$ cat src/rtl/tcc_pkg.sv
package tcc_pkg;

    localparam int CNT_W  = 16;
    localparam int BYTE_W = 8;

    typedef enum logic [1:0] {
        MODE_CAPTURE = 2'b00,
        MODE_TOGGLE  = 2'b01,
        MODE_CLEAR   = 2'b10,
        MODE_SET     = 2'b11
    } chan_mode_e;

    typedef enum logic [1:0] {
        EDGE_NONE = 2'b00,
        EDGE_RISE = 2'b01,
        EDGE_FALL = 2'b10,
        EDGE_BOTH = 2'b11
    } edge_sel_e;

    typedef enum logic [1:0] {
        REG_CTRL = 2'b00,
        REG_HIGH = 2'b01,
        REG_LOW  = 2'b10,
        REG_NONE = 2'b11
    } reg_sel_e;

    typedef struct packed {
        logic       flag;
        logic       full_duty;
        logic       wrap_tog;
        logic       rsvd;
        edge_sel_e  edge_sel;
        chan_mode_e mode;
    } chan_ctrl_t;

    function automatic logic is_capture(chan_mode_e m);
        return m == MODE_CAPTURE;
    endfunction

    function automatic logic edge_hit(edge_sel_e s, logic rise, logic fall);
        case (s)
            EDGE_RISE: return rise;
            EDGE_FALL: return fall;
            EDGE_BOTH: return rise | fall;
            default:   return 1'b0;
        endcase
    endfunction

endpackage

$ cat src/rtl/tcc_capture_unit.sv
module tcc_capture_unit
    import tcc_pkg::*;
(
    input  logic      clk,
    input  logic      rst,
    input  logic      cap_in,
    input  edge_sel_e edge_sel,
    input  logic      arm,
    output logic      cap_fire
);
    logic samp_q;
    logic prev_q;
    logic rise;
    logic fall;

    always_ff @(posedge clk) begin
        if (rst) begin
            samp_q <= 1'b0;
            prev_q <= 1'b0;
        end else begin
            samp_q <= cap_in;
            prev_q <= samp_q;
        end
    end

    always_comb begin
        rise     = samp_q & ~prev_q;
        fall     = ~samp_q & prev_q;
        cap_fire = arm & edge_hit(edge_sel, rise, fall);
    end

endmodule

$ cat src/rtl/tcc_compare_unit.sv
module tcc_compare_unit
    import tcc_pkg::*;
#(
    parameter int CNT_W = tcc_pkg::CNT_W
) (
    input  logic             clk,
    input  logic             rst,
    input  logic [CNT_W-1:0] counter,
    input  logic             cnt_wrap,
    input  logic [CNT_W-1:0] cmp_val,
    input  logic             enable,
    input  logic             lock,
    input  chan_mode_e       mode,
    input  logic             wrap_tog,
    input  logic             full_duty,
    output logic             match,
    output logic             pin
);
    logic pin_q;
    logic full_eff_q;
    logic pwm;

    always_comb begin
        match = enable & ~lock & (counter == cmp_val);
        pwm   = enable & wrap_tog;
    end

    always_ff @(posedge clk) begin
        if (rst) begin
            pin_q      <= 1'b0;
            full_eff_q <= 1'b0;
        end else begin
            if (cnt_wrap) begin
                full_eff_q <= full_duty;
            end
            if (pwm) begin
                if (cnt_wrap) begin
                    pin_q <= 1'b1;
                end else if (match && !full_eff_q) begin
                    pin_q <= 1'b0;
                end
            end else if (match) begin
                case (mode)
                    MODE_TOGGLE: pin_q <= ~pin_q;
                    MODE_CLEAR:  pin_q <= 1'b0;
                    MODE_SET:    pin_q <= 1'b1;
                    default:     pin_q <= pin_q;
                endcase
            end
        end
    end

    assign pin = pin_q;

    // a wrap cycle in PWM operation leaves the pin active
    p_wrap_activates_r8: assert property (@(posedge clk) disable iff (rst)
        (pwm && cnt_wrap) |=> pin_q);

    // once full duty is in force, an active pin stays active
    p_full_duty_hold_r9: assert property (@(posedge clk) disable iff (rst)
        (pwm && full_eff_q && pin_q) |=> pin_q);

endmodule

$ cat src/rtl/tcc_channel.sv
module tcc_channel
    import tcc_pkg::*;
#(
    parameter int               CNT_W  = tcc_pkg::CNT_W,
    parameter int               ADDR_W = 8,
    parameter logic [ADDR_W-1:0] BASE  = '0
) (
    input  logic              clk,
    input  logic              rst,
    input  logic [ADDR_W-1:0] bus_addr,
    input  logic              bus_wr,
    input  logic              bus_rd,
    input  logic [BYTE_W-1:0] bus_wdata,
    input  logic [CNT_W-1:0]  counter,
    input  logic              cnt_wrap,
    input  logic              cap_in,
    output logic [BYTE_W-1:0] rdata,
    output logic              pin
);
    localparam int HI_LSB = CNT_W - BYTE_W;

    reg_sel_e         sel;
    chan_ctrl_t       ctrl_q;
    chan_ctrl_t       ctrl_wr;
    logic [CNT_W-1:0] val_q;
    logic             cap_lock_q;
    logic             cmp_lock_q;
    logic             seen_q;
    logic             capture_mode;
    logic             cap_fire;
    logic             match;
    logic             wr_ctrl, wr_high, wr_low;
    logic             rd_ctrl, rd_high, rd_low;
    logic             flag_set, flag_clr;

    always_comb begin
        if (bus_addr == BASE)                        sel = REG_CTRL;
        else if (bus_addr == BASE + ADDR_W'(1))      sel = REG_HIGH;
        else if (bus_addr == BASE + ADDR_W'(2))      sel = REG_LOW;
        else                                         sel = REG_NONE;
    end

    always_comb begin
        capture_mode = is_capture(ctrl_q.mode);
        wr_ctrl  = bus_wr & (sel == REG_CTRL);
        wr_high  = bus_wr & (sel == REG_HIGH);
        wr_low   = bus_wr & (sel == REG_LOW);
        rd_ctrl  = bus_rd & (sel == REG_CTRL);
        rd_high  = bus_rd & (sel == REG_HIGH);
        rd_low   = bus_rd & (sel == REG_LOW);
        flag_set = cap_fire | match;
        flag_clr = wr_ctrl & seen_q & ~bus_wdata[BYTE_W-1];
        ctrl_wr  = chan_ctrl_t'(bus_wdata);
    end

    tcc_capture_unit u_cap (
        .clk      (clk),
        .rst      (rst),
        .cap_in   (cap_in),
        .edge_sel (ctrl_q.edge_sel),
        .arm      (capture_mode & ~cap_lock_q),
        .cap_fire (cap_fire)
    );

    tcc_compare_unit #(.CNT_W(CNT_W)) u_cmp (
        .clk       (clk),
        .rst       (rst),
        .counter   (counter),
        .cnt_wrap  (cnt_wrap),
        .cmp_val   (val_q),
        .enable    (~capture_mode),
        .lock      (cmp_lock_q),
        .mode      (ctrl_q.mode),
        .wrap_tog  (ctrl_q.wrap_tog),
        .full_duty (ctrl_q.full_duty),
        .match     (match),
        .pin       (pin)
    );

    always_ff @(posedge clk) begin
        if (rst) begin
            ctrl_q     <= '0;
            val_q      <= '0;
            cap_lock_q <= 1'b0;
            cmp_lock_q <= 1'b0;
            seen_q     <= 1'b0;
        end else begin
            if (wr_ctrl) begin
                ctrl_q.mode      <= ctrl_wr.mode;
                ctrl_q.edge_sel  <= ctrl_wr.edge_sel;
                ctrl_q.wrap_tog  <= ctrl_wr.wrap_tog;
                ctrl_q.full_duty <= ctrl_wr.full_duty;
                ctrl_q.rsvd      <= 1'b0;
            end
            ctrl_q.flag <= flag_set | (ctrl_q.flag & ~flag_clr);

            if (wr_ctrl) begin
                seen_q <= 1'b0;
            end else if (rd_ctrl && ctrl_q.flag) begin
                seen_q <= 1'b1;
            end

            if (cap_fire) begin
                val_q <= counter;
            end
            if (wr_high) begin
                val_q[CNT_W-1:HI_LSB] <= bus_wdata;
            end
            if (wr_low) begin
                val_q[BYTE_W-1:0] <= bus_wdata;
            end

            if (wr_high && !capture_mode) begin
                cmp_lock_q <= 1'b1;
            end else if (wr_low) begin
                cmp_lock_q <= 1'b0;
            end

            if (rd_high && capture_mode) begin
                cap_lock_q <= 1'b1;
            end else if (rd_low) begin
                cap_lock_q <= 1'b0;
            end
        end
    end

    always_comb begin
        case (sel)
            REG_CTRL: rdata = ctrl_q;
            REG_HIGH: rdata = val_q[CNT_W-1:HI_LSB];
            REG_LOW:  rdata = val_q[BYTE_W-1:0];
            default:  rdata = '0;
        endcase
    end

    // a capture loads the count seen in the firing cycle
    p_capture_loads_count_r2: assert property (@(posedge clk) disable iff (rst)
        (cap_fire && !wr_high && !wr_low) |=> (val_q == $past(counter)));

    // while the capture block is held, only bus writes move the value
    p_cap_lock_freezes_r4: assert property (@(posedge clk) disable iff (rst)
        (cap_lock_q && !wr_high && !wr_low) |=> $stable(val_q));

    // a held compare block raises no flag
    p_cmp_lock_quiet_r7: assert property (@(posedge clk) disable iff (rst)
        (cmp_lock_q && !capture_mode && !ctrl_q.flag) |=> !ctrl_q.flag);

    // the flag only falls after it was observed by a control read
    p_flag_clear_after_read_r10: assert property (@(posedge clk) disable iff (rst)
        $fell(ctrl_q.flag) |-> $past(seen_q));

endmodule

$ cat src/rtl/tcc_timer.sv
module tcc_timer
    import tcc_pkg::*;
#(
    parameter int                NUM_CH    = 2,
    parameter int                CNT_W     = tcc_pkg::CNT_W,
    parameter int                ADDR_W    = 8,
    parameter logic [ADDR_W-1:0] BASE_ADDR = 8'h20
) (
    input  logic              clk,
    input  logic              rst,
    input  logic [ADDR_W-1:0] bus_addr,
    input  logic              bus_wr,
    input  logic              bus_rd,
    input  logic [BYTE_W-1:0] bus_wdata,
    output logic [BYTE_W-1:0] bus_rdata,
    input  logic [CNT_W-1:0]  counter,
    input  logic              cnt_wrap,
    input  logic [NUM_CH-1:0] cap_in,
    output logic [NUM_CH-1:0] pin_out
);
    localparam int CH_STRIDE = 4;

    logic [BYTE_W-1:0] ch_rdata [NUM_CH];

    for (genvar i = 0; i < NUM_CH; i++) begin : g_ch
        tcc_channel #(
            .CNT_W  (CNT_W),
            .ADDR_W (ADDR_W),
            .BASE   (BASE_ADDR + ADDR_W'(i * CH_STRIDE))
        ) u_chan (
            .clk       (clk),
            .rst       (rst),
            .bus_addr  (bus_addr),
            .bus_wr    (bus_wr),
            .bus_rd    (bus_rd),
            .bus_wdata (bus_wdata),
            .counter   (counter),
            .cnt_wrap  (cnt_wrap),
            .cap_in    (cap_in[i]),
            .rdata     (ch_rdata[i]),
            .pin       (pin_out[i])
        );
    end

    always_comb begin
        bus_rdata = '0;
        for (int i = 0; i < NUM_CH; i++) begin
            bus_rdata = bus_rdata | ch_rdata[i];
        end
    end

endmodule

$ cat config.mk
export PLATFORM = sky130hd
export DESIGN_NAME = tcc_timer
export DESIGN_NICKNAME = d
export VERILOG_FILES = /design/src/rtl/tcc_pkg.sv /design/src/rtl/tcc_capture_unit.sv /design/src/rtl/tcc_compare_unit.sv /design/src/rtl/tcc_channel.sv /design/src/rtl/tcc_timer.sv
export SDC_FILE = /design/constraint.sdc
export NUM_CORES = 1
export LEC_CHECK = 0
export ABC_AREA = 1
export BUFFER_PORTS_ARGS = -buffer_cell sky130_fd_sc_hd__buf_2
export CAP_MARGIN = 20
export CORE_MARGIN = 2
export CORE_UTILIZATION = 40
export DETAILED_ROUTE_END_ITERATION = 7
export HOLD_SLACK_MARGIN = 0.15
export PLACE_DENSITY_LB_ADDON = 0.3
export SLEW_MARGIN = 20
export SYNTH_ARGS = -nofsm -noshare
export SYNTH_HDL_FRONTEND = slang
export SYNTH_SLANG_ARGS = --single-unit
$ cat constraint.sdc
create_clock -name clk -period 1.93 [get_ports clk]
set_clock_uncertainty 0.15 [all_clocks]
set_input_delay 0.2895 -clock clk [delete_from_list [all_inputs] [get_ports clk]]
set_output_delay 0.2895 -clock clk [all_outputs]
set_load 0.005 [all_outputs]
==> results of run 1 <==
path summary, 6_finish.rpt:
check,from,to,depth (start not counted)
max,bus_addr[4],bus_rdata[2],10
min,bus_wdata[5],g_ch[1].u_chan.ctrl_q[5]$_SDFFE_PP0P_,3
max reg2reg,g_ch[0].u_chan.ctrl_q[0]$_SDFFE_PP0P_,g_ch[0].u_chan.val_q[6]$_SDFFE_PP0P_,12
min reg2reg,g_ch[1].u_chan.u_cap.samp_q$_SDFF_PP0_,g_ch[1].u_chan.u_cap.prev_q$_SDFF_PP0_,2
area by class of cell:
| type | instances | area [sq um] | share of cell area [%] |
|---|---|---|---|
| clock buffers | 9 | 124 | 2.67 |
| clock inverters | 7 | 115 | 2.48 |
| inverters | 84 | 325 | 7.01 |
| multi-input cells | 406 | 2090 | 45.1 |
| flip-flops and latches | 60 | 1200 | 25.9 |
| well taps | 111 | 139 | 2.99 |
| repair buffers | 86 | 642 | 13.8 |
metrics by stage:
stage	TNS [ns]	area, sq um
floorplan	0	3690
global placement	0	4110
detailed placement	0	4110
CTS	0	4460
global route	-0.584	4640
finish	0	4640
registers in the layout (all words and copies together) (netlist names):
register and count:
g_ch.u_chan.cap_lock_q 2, g_ch.u_chan.cmp_lock_q 2, g_ch.u_chan.ctrl_q 14, g_ch.u_chan.seen_q 2, g_ch.u_chan.u_cap.prev_q 2, g_ch.u_chan.u_cap.samp_q 2, g_ch.u_chan.u_cmp.full_eff_q 2, g_ch.u_chan.u_cmp.pin 2
g_ch.u_chan.val_q 32
placed cells by master, fill, tap and decap left out, types with 5 or more instances in the layout:
cell type | Yosys | routed
o21ai_1 | 16 | 19
nor2_1 | 38 | 33
dfxtp_1 | 60 | 58
o21ai_0 | 72 | 67
inv_1 | 79 | 74
nand3_1 | 14 | 13
xnor2_1 | 6 | 6
nand2_1 | 140 | 134
o22ai_1 | 12 | 12
nand4_1 | 6 | 6
nor2_2 | 6 | 10
nor2_4 | 4 | 5
inv_2 | 1 | 6
nand2_2 | 3 | 9
buf_4 | 7 | 20
dlygate4sd3_1 | 0 | 11
clkbuf_8 | 0 | 9
a21oi_1 | 65 | 63
ha_1 | 8 | 6
buf_2 | 1 | 48
kinds of logic (layout without fill, tap and decap cells):
family	count (synthesis)	in the layout	synth area share, %
AND/OR/NAND/NOR	220	220	26.0
adder cells (fa/ha/maj)	8	8	2.71
buffers and inverters	104	186	12.9
AO/OA/AOI/OAI	172	172	24.5
flip-flops	60	60	32.5
XOR/XNOR	6	6	1.42
worst max-delay path: cells and delay by family:
kind,cells,cell delay (ns)
buffers and inverters,4,0.60
AOI/OAI and AO/OA,1,0.06
and+or+nand+nor,5,0.53
where the power goes:
group	leakage, nW	internal [mW]	total [mW]	switching [mW]
combinational	1.46	0.0921	0.240	0.148
sequential	0.485	1.25	1.25	0.00531
clock	0.115	0.852	1.40	0.543
per-layer routing:
layer / track usage, % / part of all wire [%] / vias to the layer above
li1: - / - / 2004
met1: 29.5 / 43 / 1837
met2: 39.8 / 47 / 193
met3: 3.55 / 7.4 / 33
met4: 8.96 / 3.0 / 0
met5: 0 / 0 / -
timing repair:
item,in CTS,in global routing
endpoints found under the setup margin,0,33
buffers inserted,0,4
endpoints found under the hold margin,19,0
hold buffers,11,0
resized for setup,0,34
==> run_results.csv, run 1 <==
group,metric,value,unit
setup_path,max_stage_delay,0.23,ns
power,ir_drop,0.000306,V
timing,slew_headroom,73.2,%
timing,setup_violations,0,
finish,filler_cell_count,915,
detailed_routing,drt_iter0_markers,377,
yosys,synth_flop_cell,"dfxtp_1",
placement,numPortBuffers,48,
clocking,clk_latency,0.35,ns
floorplanning,die_y,100,um
finish,fin_cells,763,
timing,tightest_slew,0.402,ns
clocking,cts_buffers,9,
floorplanning,num_rows,35,
yosys,ys_seq_area_share,32.5,%
grt,grt_first_pass_wirelength,18100,um
setup_path,r2r_slack,0.03,ns
detailed_routing,drt_wl_total,11900,um
timing,slew_viol_final,0,
floorplanning,core,9110,sq um
power,power,2.89,mW
detailed_routing,dr.pass1.iters,5,
yosys,synth_largest_area_cell,"dfxtp_1",
status,status,"finished clean",
min_path,min_path_type,"in -> reg",
finish,antenna_cells,0,
flow_run,maxCapViolations,0,
yosys,synthArstFlopShare,0,%
timing,finalHoldViolCount,0,
floorplanning,ioPinCount,49,
detailed_routing,ant_nets,0,
setup_path,path_max_fanout,6,
finish,fin_util,51.0,%
floorplanning,die_w,100,um
timing,fin_crit,1.92,ns
setup_path,cp_cell_sequence,"buf_2 > nor2_2 > nand2_2 > nor2_2 > nand2_1 > inv_1 > buf_4 > a21oi_1 > nand2_1 > buf_2",
setup_path,crit_path_end_kind,"output port",
yosys,synth_cells,570,
clocking,h-tree-depth,3,
floorplanning,start_util,40.5,%
clocking,cts_tree,"done",
yosys,synth.area.top_cells,"dfxtp_1, nand2_1, o21ai_0",
grt,grt_max_degree,51,
clocking,cts.clk_slew.worst_paths,0.07,ns
placement,dp_hpwl,8420,um
setup_path,critPathLaunchType,"primary input",
clocking,cts_sinks,60,
detailed_routing,num_vias,4067,
placement,place_inst,729,
setup_path,cp_slowest_cell,"inv_1",
yosys,yosysWarnings,0,
grt,track_usage,23.3,%
timing,period_share,99.3,%
yosys,synth.ff_latch_count,60,
finish,drive_above_1_share,21.8,%
yosys,synthTopCellsByCount,"nand2_1, inv_1, o21ai_0",
timing,hold_slack,0.163,ns
setup_path,worst_ep_required_time,1.49,ns
finish,nets,694,
detailed_routing,viasPerCell,5.33,
timing,rsz0062_at_grt,"true",
grt,antenna_found_initial,0,
timing,setup_ws,0.0133,ns
clocking,cts-root-buf,"clkbuf_8",
finish,area_growth,25.7,%
floorplanning,dieArea,10000,sq um
yosys,yosysUniqueCellTypes,35,
placement,gp_congestion,0.926,
timing,max_freq,522,MHz
setup_path,arrival,1.48,ns
grt,overflow,0,
yosys,yosys.area.top_type_share,32.5,%
power,p_leak,2.06,nW
detailed_routing,wl_per_cell,15.5,um
yosys,syn_area,3690,sq um
clocking,clockBufferDepth,2,
grt,grt_pass1_vias,3644,
detailed_routing,post-route-drc-count,0,
placement,preCtsSetupSlack,0.0846,ns
yosys,synth_nets,617,
yosys,synthMostInstantiatedCell,"nand2_1",
yosys,synth.avg_cell_area,6.48,sq um
yosys,synth_edf_count,0,
setup_path,crit_type,"in -> out",
power,p_per_area,622,nW/um^2
(Power assumes the default switching activity.)
==> run 2, diff against run 1 <==
--- a/config.mk
+++ b/config.mk
@@ -13,6 +13,7 @@
 export DETAILED_ROUTE_END_ITERATION = 7
 export HOLD_SLACK_MARGIN = 0.15
 export PLACE_DENSITY_LB_ADDON = 0.3
+export SETUP_SLACK_MARGIN = 0.05
 export SLEW_MARGIN = 20
 export SYNTH_ARGS = -nofsm -noshare
 export SYNTH_HDL_FRONTEND = slang
==> constraint.sdc (replaced) <==
create_clock -name clk -period 2.3 [get_ports clk]
set_clock_uncertainty 0.15 [all_clocks]
set_input_delay 0.345 -clock clk [delete_from_list [all_inputs] [get_ports clk]]
set_output_delay 0.345 -clock clk [all_outputs]
set_load 0.005 [all_outputs]
==> run 2 against run 1 <==
Die area did not move. Via count fell by 4.5%. First-iteration DRC count fell by 34%. Core utilization fell by 3.6 points. Wire length fell by 7.6%. Total power fell by 13%.
==> run_results.csv, run 2 (synthesized netlist as in run 1, its figures left out) <==
group,metric,value,unit
status,status,"finished clean",
clocking,cts_sinks,60,
setup_path,r2r_slack,0.30,ns
timing,fin_crit,2.07,ns
power,p_per_area,582,nW/um^2
grt,grt_pass1_vias,3540,
timing,tightest_slew,0.502,ns
detailed_routing,wl_per_cell,14.9,um
placement,dp_hpwl,8140,um
power,p_leak,1.93,nW
finish,nets,667,
timing,setup_ws,0.228,ns
finish,top_register,"g_ch.u_chan.val_q",
timing,slew_viol_final,0,
floorplanning,num_rows,35,
clocking,cts-root-buf,"clkbuf_8",
flow_run,maxCapViolations,0,
setup_path,endpoint,"bus_rdata[7]",
finish,drive_above_1_share,15.5,%
clocking,cts.clk_slew.worst_paths,0.06,ns
setup_path,timing.rr.end,"g_ch[0].u_chan.u_cmp.pin$_SDFFE_PP0P_",
setup_path,reg2reg_depth,12,
clocking,clk_latency,0.36,ns
placement,preCtsSetupSlack,0.250,ns
detailed_routing,num_vias,3885,
detailed_routing,drt_iter0_markers,250,
floorplanning,dieArea,10000,sq um
timing,hold_slack,0.183,ns
finish,layout_commonest_cell,"nand2_1",
floorplanning,die_y,100,um
setup_path,path_max_fanout,7,
setup_path,worst_ep_required_time,1.80,ns
setup_path,cpMostUsedCell,"buf_2",
detailed_routing,post-route-drc-count,0,
setup_path,reg2reg_from,"g_ch[0].u_chan.ctrl_q[1]$_SDFFE_PP0P_",
power,ir_drop,0.000257,V
floorplanning,start_util,40.5,%
detailed_routing,viasPerCell,5.28,
grt,grt_first_pass_wirelength,17500,um
setup_path,critPathLaunchType,"primary input",
min_path,min_path_type,"in -> reg",
placement,numPortBuffers,48,
clocking,cts_buffers,9,
finish,area_growth,16.8,%
setup_path,max_stage_delay,0.28,ns
clocking,clockBufferDepth,2,
floorplanning,die_w,100,um
setup_path,critPathLaunch,"bus_addr[4]",
setup_path,cp_slowest_cell,"inv_1",
setup_path,crit_path_end_kind,"output port",
setup_path,arrival,1.58,ns
finish,antenna_cells,0,
floorplanning,core,9110,sq um
timing,setup_violations,0,
setup_path,cp_cell_sequence,"buf_2 > nor2_1 > nand2_2 > inv_2 > nand3_1 > inv_1 > nand2_1 > o2111ai_1 > buf_2",
finish,final_cell_mix,"nand2_1, inv_1, o21ai_0, a21oi_1, dfxtp_1",
setup_path,crit_type,"in -> out",
finish,top_regs,"g_ch.u_chan.val_q (32), g_ch.u_chan.ctrl_q (14)",
detailed_routing,drt_wl_total,11000,um
clocking,h-tree-depth,3,
grt,antenna_found_initial,0,
grt,grt_max_degree,51,
timing,finalHoldViolCount,0,
placement,gp_congestion,0.907,
finish,largest_reg_flops,32,
grt,overflow,0,
grt,track_usage,22.9,%
clocking,cts_tree,"done",
detailed_routing,dr.pass1.iters,5,
detailed_routing,ant_nets,0,
timing,rsz0062_at_grt,"false",
timing,finalSetupTns,0,ns
timing,period_share,90.1,%
placement,dpl-instance-area,3990,sq um
timing,slew_headroom,66.5,%
floorplanning,ioPinCount,49,
timing,max_freq,483,MHz
finish,fin_area,4310,sq um
run 2: changes by cell type in the layout (fill, tap and decap cells not counted), sizes merged:
cell and delta:
buf -19, dlygate4sd3 -6, clkbuf +2, clkinvlp -2
clkinv -1, inv -1
run 2: area by class of cell:
class                   instances  area, sq um
fillers                       979         4790
repair buffers                 59          360
flip-flops and latches         60         1200
clock inverters                 3         90.1
inverters                      84          324
well taps                     111          139
clock buffers                  13          179
multi-input cells             406         2020
run 2: routing by layer:
layer	share of wire, %	global-route usage, %	vias up
li1	-	-	1949
met1	43	29.0	1759
met2	46	37.1	141
met3	5.9	4.32	36
met4	4.6	12.0	0
met5	0	0	-
run 2: worst min path at each step:
stage                                                            start                                            to  cells past startpoint  slack, ns
after floorplan           g_ch[0].u_chan.u_cmp.full_eff_q$_SDFFE_PP0P_  g_ch[0].u_chan.u_cmp.full_eff_q$_SDFFE_PP0P_                      2       0.28
after global placement          g_ch[0].u_chan.u_cap.samp_q$_SDFF_PP0_        g_ch[0].u_chan.u_cap.prev_q$_SDFF_PP0_                      2       0.30
after detailed placement        g_ch[1].u_chan.u_cap.samp_q$_SDFF_PP0_        g_ch[1].u_chan.u_cap.prev_q$_SDFF_PP0_                      2       0.31
after CTS                                                          rst        g_ch[1].u_chan.u_cap.samp_q$_SDFF_PP0_                      2       0.17
after global routing                                               rst        g_ch[1].u_chan.u_cap.prev_q$_SDFF_PP0_                      2       0.18
final                                                              rst        g_ch[1].u_chan.u_cap.prev_q$_SDFF_PP0_                      2       0.18
run 2: metrics by stage:
stage          util [%]  total power [mW]  std cells
6_report           47.4              2.51        736
5_1_grt            47.4              2.59        736
4_1_cts            47.3              2.52        736
3_5_place_dp       43.8              1.25        715
3_3_place_gp       43.8              1.24        715
2_1_floorplan         -              1.16        570
run 2: critical path, delay by kind of cell:
kind	cells	cell delay (ns)
buffers and inverters	4	0.64
AO/OA/AOI/OAI	1	0.13
AND/OR/NAND/NOR	4	0.45
run 2: repair_timing:
item,in CTS,in global routing
hold endpoints to repair,8,0
hold buffers,5,0
setup buffers,0,0
endpoints found under the setup margin,0,1
resized for setup,0,1
run 2: power by group:
group          total [mW]  internal, mW  switching, mW  leakage, nW
logic               0.182        0.0643          0.118         1.31
registers            1.05          1.05        0.00380        0.484
clock network        1.28         0.839          0.442        0.136
total                2.51          1.95          0.563         1.93
